$ cat config.mk
export PLATFORM = sky130hd
export DESIGN_NAME = rx_ip_hdr_parser
export DESIGN_NICKNAME = d
export VERILOG_FILES = /design/src/rtl/rx_ip_pkg.sv /design/src/rtl/rx_ip_csum.sv /design/src/rtl/rx_ip_walk.sv /design/src/rtl/rx_ip_hdr_parser.sv
export SDC_FILE = /design/constraint.sdc
export NUM_CORES = 2
export LEC_CHECK = 0
export ABC_AREA = 1
export BUFFER_PORTS_ARGS = -buffer_cell sky130_fd_sc_hd__buf_4
export CAP_MARGIN = 20
export CORE_MARGIN = 2
export CORE_UTILIZATION = 50
export CTS_BUF_LIST = sky130_fd_sc_hd__clkbuf_4 sky130_fd_sc_hd__clkbuf_8
export DETAILED_ROUTE_END_ITERATION = 8
export PLACE_DENSITY = 0.69
export SLEW_MARGIN = 20
export SYNTH_ARGS = -nofsm -noshare
export SYNTH_HDL_FRONTEND = slang
export SYNTH_SLANG_ARGS = --single-unit
export TNS_END_PERCENT = 5
$ cat constraint.sdc
create_clock -name clk -period 4.9 [get_ports clk]
set_input_delay 0.245 -clock clk [delete_from_list [all_inputs] [get_ports clk]]
set_output_delay 0.245 -clock clk [all_outputs]
set_load 0.01 [all_outputs]
$ cat src/rtl/rx_ip_pkg.sv
package rx_ip_pkg;

  localparam int ADDR_W = 128;

  localparam logic [15:0] ETY_IPV4    = 16'h0800;
  localparam logic [15:0] ETY_IPV6    = 16'h86DD;
  localparam logic [7:0]  PROTO_6IN4  = 8'd41;
  localparam logic [7:0]  NH_ROUTING  = 8'd43;

  typedef enum logic [2:0] {
    W_ETH, W_IP0, W_V4, W_V6, W_RT, W_DONE
  } walk_st_t;

  typedef struct packed {
    logic              is_ip;
    logic              is_v4;
    logic              is_v6;
    logic              tunnel;
    logic              rt0;
    logic              ver_err;
    logic              csum_err;
    logic              frag;
    logic              short_hdr;
    logic [7:0]        proto;
    logic [15:0]       paylen;
    logic [ADDR_W-1:0] src;
    logic [ADDR_W-1:0] dst;
  } ip_stat_t;

endpackage

$ cat src/rtl/rx_ip_csum.sv
module rx_ip_csum #(
  parameter int SUM_W = 16
) (
  input  logic             clk,
  input  logic             rst,
  input  logic             en,
  input  logic             first,
  input  logic [7:0]       data,
  output logic [SUM_W-1:0] sum_nx
);

  localparam int HALF = SUM_W / 2;

  logic [HALF-1:0]  hi_q;
  logic             ph_q;
  logic [SUM_W-1:0] acc_q;
  logic [SUM_W-1:0] acc_c;
  logic             ph_c;
  logic [SUM_W:0]   wide;

  always_comb begin
    acc_c  = first ? '0 : acc_q;
    ph_c   = first ? 1'b0 : ph_q;
    wide   = {1'b0, acc_c} + {1'b0, hi_q, data[HALF-1:0]};
    sum_nx = wide[SUM_W-1:0] + SUM_W'(wide[SUM_W]);
  end

  always_ff @(posedge clk) begin
    if (rst) begin
      hi_q  <= '0;
      ph_q  <= 1'b0;
      acc_q <= '0;
    end else if (en) begin
      if (!ph_c) begin
        hi_q  <= data[HALF-1:0];
        ph_q  <= 1'b1;
        acc_q <= acc_c;
      end else begin
        acc_q <= sum_nx;
        ph_q  <= 1'b0;
      end
    end
  end


  cs_phase_chk: assert property (@(posedge clk) disable iff (rst)
    en && first |=> ph_q);

endmodule

$ cat src/rtl/rx_ip_walk.sv
module rx_ip_walk
  import rx_ip_pkg::*;
#(
  parameter int CNT_W   = 16,
  parameter int ETH_LEN = 14,
  parameter int V6_LEN  = 40
) (
  input  logic        clk,
  input  logic        rst,
  input  logic        in_valid,
  input  logic        in_sop,
  input  logic        in_eop,
  input  logic [7:0]  in_data,
  input  logic [15:0] cs_sum,
  output logic        cs_en,
  output logic        cs_first,
  output ip_stat_t    stat_nx,
  output logic        fire
);

  localparam int ETY_HI = ETH_LEN - 2;
  localparam int ETY_LO = ETH_LEN - 1;
  localparam int RT_ADDR_BYTES = 16;

  walk_st_t         state_q, state_d;
  logic [CNT_W-1:0] cnt_q, cnt_d;
  logic [15:0]      hlen_q, hlen_d;
  logic [15:0]      tot_q, tot_d;
  logic [7:0]       ethhi_q, ethhi_d;
  logic [7:0]       rtnh_q, rtnh_d;
  logic [7:0]       rttype_q, rttype_d;
  ip_stat_t         stat_q, stat_d;
  int               idx;

  always_comb begin
    state_d  = state_q;
    cnt_d    = cnt_q;
    hlen_d   = hlen_q;
    tot_d    = tot_q;
    ethhi_d  = ethhi_q;
    rtnh_d   = rtnh_q;
    rttype_d = rttype_q;
    stat_d   = stat_q;
    cs_en    = 1'b0;
    cs_first = 1'b0;
    idx      = 0;
    if (in_valid) begin
      if (in_sop) begin
        state_d = W_ETH;
        cnt_d   = '0;
        stat_d  = '0;
      end
      idx = int'(cnt_d);
      case (state_d)
        W_ETH: begin
          cnt_d = cnt_d + CNT_W'(1);
          if (idx == ETY_HI) ethhi_d = in_data;
          if (idx == ETY_LO) begin
            if ({ethhi_d, in_data} == ETY_IPV4 || {ethhi_d, in_data} == ETY_IPV6) begin
              stat_d.is_ip = 1'b1;
              state_d      = W_IP0;
            end else begin
              state_d = W_DONE;
            end
          end
        end
        W_IP0: begin
          cs_en      = 1'b1;
          cs_first   = 1'b1;
          stat_d.src = '0;
          stat_d.dst = '0;
          cnt_d      = CNT_W'(1);
          if (in_data[7:4] == 4'd4) begin
            stat_d.is_v4 = 1'b1;
            stat_d.is_v6 = 1'b0;
            hlen_d       = {10'd0, in_data[3:0], 2'b00};
            if (in_data[3:0] < 4'd5) begin
              stat_d.csum_err = 1'b1;
              state_d         = W_DONE;
            end else begin
              state_d = W_V4;
            end
          end else if (in_data[7:4] == 4'd6) begin
            stat_d.is_v4 = 1'b0;
            stat_d.is_v6 = 1'b1;
            state_d      = W_V6;
          end else begin
            stat_d.is_v4   = 1'b0;
            stat_d.is_v6   = 1'b0;
            stat_d.ver_err = 1'b1;
            state_d        = W_DONE;
          end
        end
        W_V4: begin
          cs_en = 1'b1;
          cnt_d = cnt_d + CNT_W'(1);
          case (idx)
            2: tot_d[15:8] = in_data;
            3: tot_d[7:0]  = in_data;
            6: if (in_data[5] || in_data[4:0] != 5'd0) stat_d.frag = 1'b1;
            7: if (in_data != 8'd0) stat_d.frag = 1'b1;
            9: stat_d.proto = in_data;
            default: ;
          endcase
          if (idx >= 12 && idx < 16) stat_d.src = {stat_d.src[ADDR_W-9:0], in_data};
          if (idx >= 16 && idx < 20) stat_d.dst = {stat_d.dst[ADDR_W-9:0], in_data};
          if (idx == int'(hlen_d) - 1) begin
            if (cs_sum != 16'hFFFF) stat_d.csum_err = 1'b1;
            stat_d.paylen = tot_d - hlen_d;
            if (stat_d.proto == PROTO_6IN4) begin
              stat_d.tunnel = 1'b1;
              state_d       = W_IP0;
            end else begin
              state_d = W_DONE;
            end
          end
        end
        W_V6: begin
          cnt_d = cnt_d + CNT_W'(1);
          case (idx)
            4: stat_d.paylen[15:8] = in_data;
            5: stat_d.paylen[7:0]  = in_data;
            6: stat_d.proto        = in_data;
            default: ;
          endcase
          if (idx >= 8 && idx < 24)      stat_d.src = {stat_d.src[ADDR_W-9:0], in_data};
          if (idx >= 24 && idx < V6_LEN) stat_d.dst = {stat_d.dst[ADDR_W-9:0], in_data};
          if (idx == V6_LEN - 1) begin
            if (stat_d.proto == NH_ROUTING) begin
              state_d = W_RT;
              cnt_d   = '0;
            end else begin
              state_d = W_DONE;
            end
          end
        end
        W_RT: begin
          cnt_d = cnt_d + CNT_W'(1);
          case (idx)
            0: rtnh_d   = in_data;
            1: hlen_d   = ({8'd0, in_data} + 16'd1) << 3;
            2: rttype_d = in_data;
            default: ;
          endcase
          if (idx >= 8 && rttype_d == 8'd0 && hlen_d >= 16'd24 &&
              idx >= int'(hlen_d) - RT_ADDR_BYTES)
            stat_d.dst = {stat_d.dst[ADDR_W-9:0], in_data};
          if (idx >= 2 && idx == int'(hlen_d) - 1) begin
            if (rttype_d == 8'd0) begin
              stat_d.rt0    = 1'b1;
              stat_d.proto  = rtnh_d;
              stat_d.paylen = stat_d.paylen - hlen_d;
            end
            state_d = W_DONE;
          end
        end
        default: ;
      endcase
    end
  end

  always_comb begin
    stat_nx           = stat_d;
    stat_nx.short_hdr = stat_d.is_ip && (state_d != W_DONE);
    fire              = in_valid && in_eop;
  end

  always_ff @(posedge clk) begin
    if (rst) begin
      state_q  <= W_DONE;
      cnt_q    <= '0;
      hlen_q   <= '0;
      tot_q    <= '0;
      ethhi_q  <= '0;
      rtnh_q   <= '0;
      rttype_q <= '0;
      stat_q   <= '0;
    end else begin
      state_q  <= state_d;
      cnt_q    <= cnt_d;
      hlen_q   <= hlen_d;
      tot_q    <= tot_d;
      ethhi_q  <= ethhi_d;
      rtnh_q   <= rtnh_d;
      rttype_q <= rttype_d;
      stat_q   <= stat_d;
    end
  end


  done_hold_chk: assert property (@(posedge clk) disable iff (rst)
    state_q == W_DONE && !(in_valid && in_sop) |=> state_q == W_DONE);

endmodule

$ cat src/rtl/rx_ip_hdr_parser.sv
module rx_ip_hdr_parser
  import rx_ip_pkg::*;
#(
  parameter int CNT_W   = 16,
  parameter int ETH_LEN = 14,
  parameter int V6_LEN  = 40
) (
  input  logic               clk,
  input  logic               rst,
  input  logic               in_valid,
  input  logic               in_sop,
  input  logic               in_eop,
  input  logic [7:0]         in_data,
  output logic               st_valid,
  output logic               st_is_ip,
  output logic               st_is_v4,
  output logic               st_is_v6,
  output logic               st_tunnel,
  output logic               st_rt0,
  output logic               st_ver_err,
  output logic               st_csum_err,
  output logic               st_frag,
  output logic               st_short,
  output logic [7:0]         st_proto,
  output logic [15:0]        st_paylen,
  output logic [ADDR_W-1:0]  st_src,
  output logic [ADDR_W-1:0]  st_dst
);

  logic        cs_en, cs_first, fire;
  logic [15:0] cs_sum;
  ip_stat_t    stat_nx, stat_q;
  logic        valid_q;

  rx_ip_csum #(.SUM_W(16)) u_csum (
    .clk    (clk),
    .rst    (rst),
    .en     (cs_en),
    .first  (cs_first),
    .data   (in_data),
    .sum_nx (cs_sum)
  );

  rx_ip_walk #(.CNT_W(CNT_W), .ETH_LEN(ETH_LEN), .V6_LEN(V6_LEN)) u_walk (
    .clk      (clk),
    .rst      (rst),
    .in_valid (in_valid),
    .in_sop   (in_sop),
    .in_eop   (in_eop),
    .in_data  (in_data),
    .cs_sum   (cs_sum),
    .cs_en    (cs_en),
    .cs_first (cs_first),
    .stat_nx  (stat_nx),
    .fire     (fire)
  );

  always_ff @(posedge clk) begin
    if (rst) begin
      valid_q <= 1'b0;
      stat_q  <= '0;
    end else begin
      valid_q <= fire;
      if (fire) stat_q <= stat_nx;
    end
  end

  assign st_valid    = valid_q;
  assign st_is_ip    = stat_q.is_ip;
  assign st_is_v4    = stat_q.is_v4;
  assign st_is_v6    = stat_q.is_v6;
  assign st_tunnel   = stat_q.tunnel;
  assign st_rt0      = stat_q.rt0;
  assign st_ver_err  = stat_q.ver_err;
  assign st_csum_err = stat_q.csum_err;
  assign st_frag     = stat_q.frag;
  assign st_short    = stat_q.short_hdr;
  assign st_proto    = stat_q.proto;
  assign st_paylen   = stat_q.paylen;
  assign st_src      = stat_q.src;
  assign st_dst      = stat_q.dst;


  valid_pulse_chk: assert property (@(posedge clk) disable iff (rst)
    st_valid |-> $past(in_valid && in_eop));


  ver_clear_chk: assert property (@(posedge clk) disable iff (rst)
    st_valid && st_ver_err |-> !st_is_v4 && !st_is_v6);


  v6_nocsum_chk: assert property (@(posedge clk) disable iff (rst)
    st_valid && st_is_v6 && !st_tunnel |-> !st_csum_err);


  nonip_quiet_chk: assert property (@(posedge clk) disable iff (rst)
    st_valid && !st_is_ip |-> !st_is_v4 && !st_is_v6 && !st_ver_err && !st_csum_err && !st_short);

endmodule

Yosys cells after proc, flatten, opt, wreduce, memory -nomap -nowiden --
Cells that the tools add are included.
Storage, ports and cells: input bits 13, RAM bits 0, bits in registers 679, bits in read-only memories 0, bits in latches 0, memories kept 0, output and inout bits 290
Operators by class: reductions and logical operators 26, div/mod/pow operators 0, $lt $le $gt $ge 12, add/subtract/negate cells 9, bitwise operators 1, eq/ne operators 27, multiply operators 0, mux-type cells 91, shift operators 0
Operator list (number):
- $mux W289 | 3
- $mux W128 | 5
- $pmux W128 S4 | 1
- $pmux W128 S3 | 1
- $mux W16 | 11
- $mux W8 | 21
- $pmux W24 S3 | 1
- $eq A16 B3 Y1 const B | 4
- $eq A17 B32 Y1 | 2
- $ge A16 B5 Y1 const B | 3
- $lt A16 B5 Y1 const B | 3
- $mux W24 | 2
- $pmux W16 S3 | 1
- $mux W3 | 12
- $sub A16 B1 Y17 const B | 2
- $eq A16 B2 Y1 const B | 2
- $eq A16 B5 Y1 const B | 2
- $ge A16 B4 Y1 const B | 2
- $ge A17 B32 Y1 | 1
- $pmux W16 S2 | 1
- $sub A16 B16 Y16 | 2
- $mux W1 | 27
- $add A16 B16 Y17 | 1
- $sub A16 B5 Y17 const B | 1
- other kinds (35) | 55

Longest topological paths before layout --
depth in word-level cells 14, gate-level depth with buffers 37, gate-level depth less buffers 36

By module --
From an unflattened synthesis, not the netlist that was laid out.
Unflattened totals: cells, all modules 8542, area total of the unflattened synthesis 48970.7 um^2
Modules (own cells, without submodules):
- rx_ip_walk | area each 34554.4 um^2, sequential area each 7267.0 um^2, cells each 6228, times used 1
- rx_ip_hdr_parser | area each 11710.0 um^2, sequential area each 5805.6 um^2, cells each 1833, times used 1
- rx_ip_csum | area each 2706.3 um^2, sequential area each 500.5 um^2, cells each 481, times used 1

Worst setup path before layout --
No wires, ideal clock.
path type in2reg, start input in_sop, end register stat_q (netlist bit st_csum_err), path buffers 3, data required time 4.791 ns, stages 35, setup slack 0.095 ns, arrival time 4.696 ns, setup time 0.109 ns, path through buf_2 nor2_1 inv_1 nor3_1 inv_1 nor2_1 inv_1 clkbuf_1 buf_1 nand2_1 inv_1 ha_1 nand2_1 nor2_1 nand2_1 o2111ai_1 a21oi_1 o21bai_1 ha_1 nand2_1 nor2_1 nand3_1 inv_1 nand2_1 nor2_1 nand3_1 nand3b_1 nand3b_1 xor2_1 inv_1 nand3_1 o21ai_0 nand3_1 nand2_1 inv_1
Between the ends: cells in the longest elaborated chain, start to end 13, elaborated cells between the ends (all ways) 21, those cells by class add/sub: 2; eq/ne: 4; mux: 15
RTL lines:
- start, declared | line rx_ip_hdr_parser.sv:11 | input logic in_sop,
- $mux W3 | line rx_ip_walk.sv:48 | if (in_sop) begin
- $mux W3 | line rx_ip_walk.sv:47 | if (in_valid) begin
- $eq A3 B1 Y1 | line rx_ip_walk.sv:54 | case (state_d)
- $mux W1 | line rx_ip_walk.sv:54
- $mux W1 | line rx_ip_walk.sv:47
- $mux W16 | line rx_ip_csum.sv:22 | acc_c = first ? '0 : acc_q;
- $add A16 B16 Y17 | line rx_ip_csum.sv:24 | wide = {1'b0, acc_c} + {1'b0, hi_q, data[HALF-1:0]};
- $add A16 B1 Y16 | line rx_ip_csum.sv:25 | sum_nx = wide[SUM_W-1:0] + SUM_W'(wide[SUM_W]);
- $ne A16 B16 Y1 | line rx_ip_walk.sv:108 | if (cs_sum != 16'hFFFF) stat_d.csum_err = 1'b1;
- $mux W1 | line rx_ip_walk.sv:108
- $mux W1 | line rx_ip_walk.sv:107 | if (idx == int'(hlen_d) - 1) begin
- $pmux W1 S2 * | line rx_ip_walk.sv:54
- $mux W289 * | line rx_ip_walk.sv:47
- end signal, assigned | line rx_ip_hdr_parser.sv:64 | if (fire) stat_q <= stat_nx;
- end, declared | line rx_ip_hdr_parser.sv:32 | ip_stat_t stat_nx, stat_q;
Every way passes the cells marked *; elsewhere a longest branch is shown, timed or not. The select of a mux whose other input is x is not followed. A chain may end at the register's enable or synchronous reset.

Worst setup path after layout --
start register u_walk.state_q[0], end register stat_q (netlist bit st_csum_err)
Between the ends: cells in the longest elaborated chain, start to end 13, elaborated cells between the ends (all ways) 14, those cells by class add/sub: 2; eq/ne: 3; mux: 9
RTL lines:
- start, declared | line rx_ip_walk.sv:25 | walk_st_t state_q, state_d;
- start signal, assigned | line rx_ip_walk.sv:179 | state_q <= state_d;
- $mux W3 * | line rx_ip_walk.sv:48
- $mux W3 * | line rx_ip_walk.sv:47
- $eq A3 B1 Y1 | line rx_ip_walk.sv:54
- $mux W1 | line rx_ip_walk.sv:54
- $mux W1 | line rx_ip_walk.sv:47
- $mux W16 | line rx_ip_csum.sv:22
- $add A16 B16 Y17 | line rx_ip_csum.sv:24
- $add A16 B1 Y16 | line rx_ip_csum.sv:25
- $ne A16 B16 Y1 | line rx_ip_walk.sv:108
- $mux W1 | line rx_ip_walk.sv:108
- $mux W1 | line rx_ip_walk.sv:107
- $pmux W1 S2 * | line rx_ip_walk.sv:54
- $mux W289 * | line rx_ip_walk.sv:47
Marked as above.

==> impl_metrics.tcl <==
set metrics [dict create \
    status "finished, final reports clean" \
    fin_area_um2 45900 \
    hold_ws_ns 0.107 \
    path_clk_slew_ns 0.06 \
    critPathBufInv 8 \
    io_pins 303 \
    gp_congestion 0.951 \
    dieArea_um2 82300 \
    cts_tree "built" \
    finalHoldViolCount 0 \
    tightest_slew_ns 1.41 \
    finalSetupViolCount 0 \
    layout_common_cells "1039 x nand2_1, 889 x o21ai_0, 805 x nor2_1" \
    arrival_ns 5.25 \
    wirelength_um 135000 \
    rsz0062_at_grt "true" \
    htreeDepth 3 \
    drive_gt1_share_pct 11.3 \
    syn2layout_area_growth_pct 14.8 \
    critPathMaxStageDelay_ns 0.35 \
    grt_first_pass_wirelength_um 211000 \
    synth_async_sr_flop_share_pct 0 \
    grt_max_degree 211 \
    antenna_found_initial 3 \
    place_area_um2 43100 \
    drv_cap 0 \
    clock_path_buffers 3 \
    via_per_inst 5.62 \
    synth-edff-count 0 \
    drv_slew 0 \
    cts.sinks 678 \
    peakVddDrop_mv 0.252 \
    fp.dieH_um 287 \
    slew_headroom_pct 6.16 \
    synth_area_per_cell_um2 6.35 \
    final_nets 6502 \
    ys_types 57 \
    timing.fmax_ghz 0.217 \
    dr.pass1.iters 6 \
    synth_fp_nets 6395 \
    post-route-min-period_ns 4.60 \
    ys_ff_latch 678 \
    grt_pass1_vias 37700 \
    crit_path_start_kind "flip-flop" \
    worstSetupEndpointType "flip-flop" \
    crit_path_frequent_cell "inv_1" \
    worstPathMaxFanout 6 \
    finalPower_mw 14.2 \
    final.setup_skew_ns 0.0554 \
    core-area_um2 79100 \
    yosysSeqAreaShare_pct 33.9 \
    yosysWarnings 0 \
    cpLargestDelayFamily "simple AND/OR/NAND/NOR gates" \
    die-width_um 287 \
    power_density_nw_per_um2 310 \
    io_buffers 302 \
    hold_path.class "input port to flip-flop" \
    wl_per_cell_um 17.9 \
    final_common_cell "nand2_1" \
    synth_area_um2 40000 \
    required_ns 5.55 \
    ant_nets 0 \
    netlist_instances 6303 \
    synth_flop_cell "dfxtp_1" \
    post-route-period-util_pct 94.0 \
    numCtsBuffers 115 \
    dp_hpwl_um 87400 \
    initial_core_util_pct 50.5 \
    via_count 42400 \
    power_leakage_nw 22.8 \
    overflow 0 \
    fp-row-count 103 \
    clkLatencyLatePin_ns 0.79 \
    grtUsageTotal_pct 31.5 \
    slowest_stage "fa_2" \
    drc_errors 0 \
    initialDrtViolationCount 4204 \
    critPathKind "flip-flop to flip-flop" \
    clockRootBuffer "clkbuf_8" \
]
==> sequential cells by signal, summed over array words and instances (netlist names), 3 cells and up <==
signal and count:
st_dst 128, st_paylen 16, u_csum.hi_q 8, u_walk.tot_q 16, st_src 128, u_csum.acc_q 16
u_walk.stat_q 288, u_walk.cnt_q 16, st_proto 8, u_walk.state_q 3, u_walk.hlen_q 16, u_walk.rttype_q 8
u_walk.rtnh_q 8, u_walk.ethhi_q 8
==> power by group <==
group / internal (mW) / switching (mW) / total, mW
sequential: 5.77 / 0.154 / 5.92
combinational: 0.800 / 1.71 / 2.51
clock: 3.26 / 2.53 / 5.79
==> layer usage <==
| layer | share of wire [%] | global-route usage, % | routed length [um] | up-vias |
|---|---|---|---|---|
| met5 | 0 | 0 | 0 | - |
| met3 | 9.2 | 6.52 | 12400 | 264 |
| met4 | 3.2 | 11.0 | 4300 | 0 |
| li1 | - | - | - | 21100 |
| met2 | 44 | 48.4 | 59000 | 1676 |
| met1 | 44 | 43.8 | 59300 | 19400 |
==> Yosys cell counts, types with 4 or more instances <==
cell type	n	area share [%]
nand2_1	1043	9.8
o21ai_0	890	11
nor2_1	812	7.6
inv_1	687	6.4
dfxtp_1	678	34
a21oi_1	670	8.4
clkbuf_1	374	3.5
nand3_1	251	3.1
o211ai_1	150	2.8
o22ai_1	125	2.0
o21ai_1	123	1.5
ha_1	76	2.4
xor2_1	76	1.7
o21bai_1	42	0.79
nor3_1	41	0.51
buf_1	40	0.38
buf_2	36	0.45
nand4_1	20	0.31
a31oi_1	18	0.28
xnor2_1	18	0.39
inv_2	17	0.16
a211oi_1	10	0.19
nand2_2	9	0.14
nand3b_1	9	0.17
nor4_1	7	0.11
o32ai_1	7	0.15
or2_2	7	0.11
clkinv_1	6	0.056
a21boi_0	5	0.094
a221oi_1	5	0.11
nor2_4	4	0.11
==> per-stage QoR <==
| stage | cells | TNS (ns) | worst slack, ns | utilization [%] |
|---|---|---|---|---|
| 2_1_floorplan | 6303 | 0 | 0.0948 | - |
| 3_3_place_gp | 7337 | -0.00767 | -0.00767 | 54.5 |
| 3_5_place_dp | 7338 | -0.0349 | -0.0349 | 54.5 |
| 4_1_cts | 7552 | 0 | 0.0639 | 58.0 |
| 5_1_grt | 7554 | -0.0932 | -0.0932 | 58.0 |
| 6_report | 7554 | 0 | 0.296 | 58.0 |
==> area by class of cell <==
| class | count | area [um^2] |
|---|---|---|
| fillers | 7885 | 33200 |
| multi-input cells | 4461 | 22100 |
| flip-flops and latches | 678 | 13600 |
| repair buffers | 444 | 3580 |
| inverters | 710 | 2710 |
| clock buffers | 191 | 2380 |
| well taps | 1050 | 1310 |
| clock inverters | 19 | 294 |
| diodes | 1 | 2.50 |
==> worst reg2reg max path, delay by kind of cell, from the launching register on <==
family,cells,cell delay [ns]
AOI/OAI and AO/OA,5,0.74
xor gates and xnor gates,1,0.17
adders and majority gates,4,0.90
DFF,1,0.31
buffers and inverters,8,0.60
and+or+nand+nor,16,1.79
==> logic make-up after synthesis <==
| kind of cell | synth area share (%) |
|---|---|
| AO/OA/AOI/OAI | 27.9 |
| AND/OR/NAND/NOR | 22.5 |
| XOR/XNOR | 2.06 |
| adder cells (fa/ha/maj) | 2.53 |
| buffers and inverters | 11.1 |
| flip-flops | 33.9 |
==> what timing repair did <==
action,CTS,global route
endpoints found under the setup margin,1,47
hold buffers,4,0
pin swaps,0,7
resized for setup,1,18
endpoints found under the hold margin,54,0
setup buffers,0,1
==> final timing paths <==
path,start,end,slack (ns),cells after the start
setup / recovery,u_walk.state_q[0],st_csum_err,0.30,34
hold / removal,in_data[0],u_walk.hlen_q[2],0.11,5
setup reg to reg,u_walk.state_q[0],st_csum_err,0.30,34
hold reg to reg,u_walk.stat_q[37],u_walk.stat_q[37],0.46,2
Power figures use the tool's default switching activity.
